**config.mk**
```make
export PLATFORM = sky130hd
export DESIGN_NAME = usq_sequencer
export DESIGN_NICKNAME = d
export VERILOG_FILES = /design/src/rtl/usq_pkg.sv /design/src/rtl/usq_zero_det.sv /design/src/rtl/usq_addr_sel.sv /design/src/rtl/usq_uar.sv /design/src/rtl/usq_sequencer.sv
export SDC_FILE = /design/constraint.sdc
export NUM_CORES = 1
export LEC_CHECK = 0
export ABC_AREA = 1
export CORE_AREA = 10 10 47 49
export DETAILED_ROUTE_END_ITERATION = 8
export DIE_AREA = 0 0 57 59
export DONT_BUFFER_PORTS = 1
export RECOVER_POWER = 50
export SLEW_MARGIN = 20
export SYNTH_ARGS = -nofsm -noshare
export SYNTH_HDL_FRONTEND = slang
export SYNTH_SLANG_ARGS = --single-unit
export TNS_END_PERCENT = 20
```
**constraint.sdc**
```tcl
create_clock -name clk -period 0.8 [get_ports clk]
set_clock_uncertainty 0.2 [all_clocks]
set_input_delay 0.04 -clock clk [delete_from_list [all_inputs] [get_ports clk]]
set_output_delay 0.04 -clock clk [all_outputs]
set_load 0.05 [all_outputs]
```
**src/rtl/usq_pkg.sv**
```systemverilog
package usq_pkg;
  typedef enum logic [1:0] {
    SRC_NEXT   = 2'd0,
    SRC_OPCODE = 2'd1,
    SRC_HALT   = 2'd2
  } usq_src_e;
endpackage

```
**src/rtl/usq_zero_det.sv**
```systemverilog
module usq_zero_det #(
  parameter int AW = 6
) (
  input  logic [AW-1:0] next_f,
  output logic          is_zero
);
  assign is_zero = ~|next_f;
endmodule

```
**src/rtl/usq_addr_sel.sv**
```systemverilog
module usq_addr_sel
  import usq_pkg::*;
#(
  parameter int AW  = 6,
  parameter int OPW = 4
) (
  input  logic [AW-1:0]  next_f,
  input  logic           nxt_zero,
  input  logic           halt_req,
  input  logic [OPW-1:0] opcode,
  output logic [AW-1:0]  sel_addr,
  output usq_src_e       sel_src
);
  // opcode value is the entry address in the dispatch region
  function automatic logic [AW-1:0] widen_op(input logic [OPW-1:0] op);
    logic [AW-1:0] w;
    w = '0;
    w[OPW-1:0] = op;
    return w;
  endfunction

  always_comb begin
    if (!nxt_zero) begin
      sel_src  = SRC_NEXT;
      sel_addr = next_f;
    end else if (halt_req) begin
      sel_src  = SRC_HALT;
      sel_addr = '0;
    end else begin
      sel_src  = SRC_OPCODE;
      sel_addr = widen_op(opcode);
    end
  end
endmodule

```
**src/rtl/usq_uar.sv**
```systemverilog
module usq_uar #(
  parameter int AW = 6
) (
  input  logic          clk,
  input  logic          rst,
  input  logic [AW-1:0] d,
  output logic [AW-1:0] q
);
  always_ff @(posedge clk) begin
    if (rst) q <= '0;
    else     q <= d;
  end
endmodule

```
**src/rtl/usq_sequencer.sv**
```systemverilog
module usq_sequencer
  import usq_pkg::*;
#(
  parameter int DEPTH = 64,
  parameter int CW    = 12,
  parameter int OPW   = 4,
  localparam int AW   = $clog2(DEPTH),
  localparam int WW   = AW + CW
) (
  input  logic           clk,
  input  logic           rst,
  input  logic [OPW-1:0] opcode,
  input  logic           halt_req,
  output logic [AW-1:0]  cs_addr,
  input  logic [WW-1:0]  cs_rdata,
  output logic [CW-1:0]  ctrl,
  output logic [AW-1:0]  dbg_uaddr
);
  logic [AW-1:0] next_f;
  logic          nxt_zero;
  logic [AW-1:0] sel_addr;
  usq_src_e      sel_src;
  logic [AW-1:0] uaddr;

  assign next_f = cs_rdata[WW-1:CW];
  assign ctrl   = cs_rdata[CW-1:0];

  usq_zero_det #(.AW(AW)) u_zdet (
    .next_f  (next_f),
    .is_zero (nxt_zero)
  );

  usq_addr_sel #(.AW(AW), .OPW(OPW)) u_sel (
    .next_f   (next_f),
    .nxt_zero (nxt_zero),
    .halt_req (halt_req),
    .opcode   (opcode),
    .sel_addr (sel_addr),
    .sel_src  (sel_src)
  );

  assign cs_addr = rst ? '0 : sel_addr;

  usq_uar #(.AW(AW)) u_uar (
    .clk (clk),
    .rst (rst),
    .d   (cs_addr),
    .q   (uaddr)
  );

  assign dbg_uaddr = uaddr;

  AST_RESET_ZERO: assert property (@(posedge clk) rst |=> (uaddr == '0));
  AST_FOLLOW_NEXT: assert property (@(posedge clk) disable iff (rst)
    (next_f != '0) |=> (uaddr == $past(next_f)));
  AST_DISPATCH_OP: assert property (@(posedge clk) disable iff (rst)
    (nxt_zero && !halt_req) |=> (uaddr[OPW-1:0] == $past(opcode)));
  AST_HALT_ZERO: assert property (@(posedge clk) disable iff (rst)
    (nxt_zero && halt_req) |=> (uaddr == '0));
  AST_NEXT_WINS: assert property (@(posedge clk) disable iff (rst)
    (!nxt_zero) |-> (sel_src == SRC_NEXT));
  AST_ADDR_TRACK: assert property (@(posedge clk) disable iff (rst)
    1'b1 |=> (uaddr == $past(cs_addr)));
endmodule

```
==> results.ini <==
[finish]
largest_register = u_uar.q
top_regs = u_uar.q (6)
utilization_pct = 47.8
layout.cells.non_filler = 74
drive_above_1_share_pct = 53.4
layout.nets = 85
finalInstanceArea_um2 = 669
fillers = 135
diodes = 0
largest_register_ffs = 6
area_growth_pct = 82.6

[min_path]
hold_path_startpoint = cs_rdata[13]
hold_depth = 2
hold_end = u_uar.q[1]
hold_path_class = input pin to register

[yosys]
ys_seq_elements = 6
synth_area_leaders = dfxtp_1, buf_4, a21oi_1
yosysTopAreaCell = dfxtp_1
netlist_area_um2 = 367
synth.distinct_cells = 8
synth_common_cells = buf_4, inv_1, a21oi_1, nor2_1, dfxtp_1
synth_top_area_share_pct = 32.8
yosysMostFrequentCell = buf_4
seq_area_frac_synth_pct = 32.8
synthArstFlopShare_pct = 0
netlist_instances = 52
synth_nets = 77
ys_warn_count = 0
syn_avg_cell_area_um2 = 7.05
ys.flop_type = dfxtp_1
synth_edf_count = 0

[critical_path]
worstPathArrival_ps = 710
cpPeakStageDelay_ps = 340
worstSetupPathType = register to output port
crit_buf_inv = 1
critPathRequiredTime_ps = 560
crit_slowest_cell = dfxtp_2
cp-end-kind = output port
cp_top_family = flip-flops
crit_start = u_uar.q[1]
crit_chain = buf_12
critPathMaxFanout = 1
crit_path_start_kind = register

[placed_design]
hpwl_um = 885
portBuffers = 0
dp_cells = 68
post-place-ws_ps = -157
gp_congestion = 0.685
dpl_cell_area_um2 = 604

[detailed_routing]
drtIter0Drc = 0
routed_wl_um = 1090
post_drt_wl_per_cell_um = 14.7
via_per_inst = 4.55
vias = 337
drc = 0
antenna_left = 0
dr.pass1.iters = 1

[clocking]
cts_root_buffer = clkbuf_4
clockBufferDepth = 2
cts_tree = built
numCtsBuffers = 3
ctsHtreeMaxLevel = 1
cts_setup_buffers = 0
clk_pin_slew_worst_paths_ps = 50
clock-sinks = 6
hold_buffers = 3

[timing]
max_freq_mhz = 1050
finalHoldViolations = 17
fin_hold_ws_ps = -186
finalCritPeriodShare_pct = 119
slew_viol_final = 0
period_minus_slack_ps = 951
tightest_slew_ps = 280
setup_ws_ps = -151
setup_viol = 10
rsz0062_at_grt = true
maxSlewHeadroom_pct = 81.3

[global_route]
track_usage_pct = 7.04
grt_max_degree = 8
grt_pass1_wl_um = 1790
first_global_vias = 406
grt_overflow = 0
antenna_found_initial = 0

[floorplan]
die_h_um = 59
die_w_um = 57
rows = 14
die-area_um2 = 3360
core-area_um2 = 1400
initial_core_util_pct = 26.2
boundaryPins = 49

[power]
p_sw_share_pct = 31.2
p_clk_share_pct = 28.8
p_leak_nw = 0.300
p_sw_w = 0.000296
vdd_drop_max_mv = 0.708
pwr-share-comb_pct = 36.1
p_int_w = 0.000653
power_density_nw_per_um2 = 1420
pwr-share-seq_pct = 35.1

[run_status]
status = complete, but fails checks
violations = hold timing, setup timing

[job]
cap_violations = 0

==> per-stage QoR <==
stage,power [W],TNS [ps]
2_1_floorplan,0.000677,-926
3_3_place_gp,0.000659,-553
3_5_place_dp,0.000662,-657
4_1_cts,0.000965,-1950
5_1_grt,0.00101,-1740
6_report,0.000949,-1320
==> worst max-delay path by stage <==
stage | endpoint | slack [ps] | cells past startpoint
6_report | dbg_uaddr[1] | -150 | 1
5_1_grt | cs_addr[0] | -190 | 4
4_1_cts | dbg_uaddr[1] | -170 | 1
3_5_place_dp | cs_addr[0] | -160 | 4
3_3_place_gp | cs_addr[0] | -140 | 4
2_1_floorplan | cs_addr[4] | -140 | 2
==> cells by family (layout without fill, tap and decap cells) <==
logic type | Yosys count | after routing | share of synthesized area, %
AO/OA/AOI/OAI | 8 | 8 | 10.9
AND/OR/NAND/NOR | 15 | 15 | 20.1
buffers and inverters | 23 | 29 | 36.2
flip-flops | 6 | 6 | 32.8
==> placed cells by master, fill, tap and decap left out, drive strengths merged <==
| cell | n |
|---|---|
| dlymetal6s4s | 2 |
| dfxtp | 6 |
| buf | 13 |
| nor2 | 11 |
| a21oi | 8 |
| clkbuf | 3 |
| inv | 10 |
| dlygate4sd3 | 1 |
| nand4 | 4 |
==> power by group through the flow <==
stage          combinational (W)  sequential (W)  clock [W]
6_report                0.000343        0.000333   0.000274
5_1_grt                 0.000359        0.000334   0.000314
4_1_cts                 0.000344        0.000333   0.000288
3_5_place_dp            0.000326        0.000335          0
3_3_place_gp            0.000325        0.000335          0
2_1_floorplan           0.000294        0.000384          0
==> cell type report <==
type | count | area, um2 | area share, %
clock buffers | 3 | 22.5 | 3.36
flip-flops and latches | 6 | 128 | 19.1
repair buffers | 16 | 283 | 42.2
well taps | 16 | 20.0 | 2.99
multi-input cells | 23 | 179 | 26.7
inverters | 10 | 37.5 | 5.61
==> layer usage <==
metal	global-route usage, %	share of wire, %	vias up
li1	-	-	162
met1	5.22	30	145
met3	6.65	20	4
met5	0	0	-
met4	5.37	2.8	0
met2	11.2	48	26
==> repair_timing <==
item | in CTS | in global routing
endpoints found under the hold margin | 18 | 17
resized for setup | 6 | 2
pin swaps | 3 | 1
endpoints found under the setup margin | 10 | 16
(Power assumes the default switching activity.)
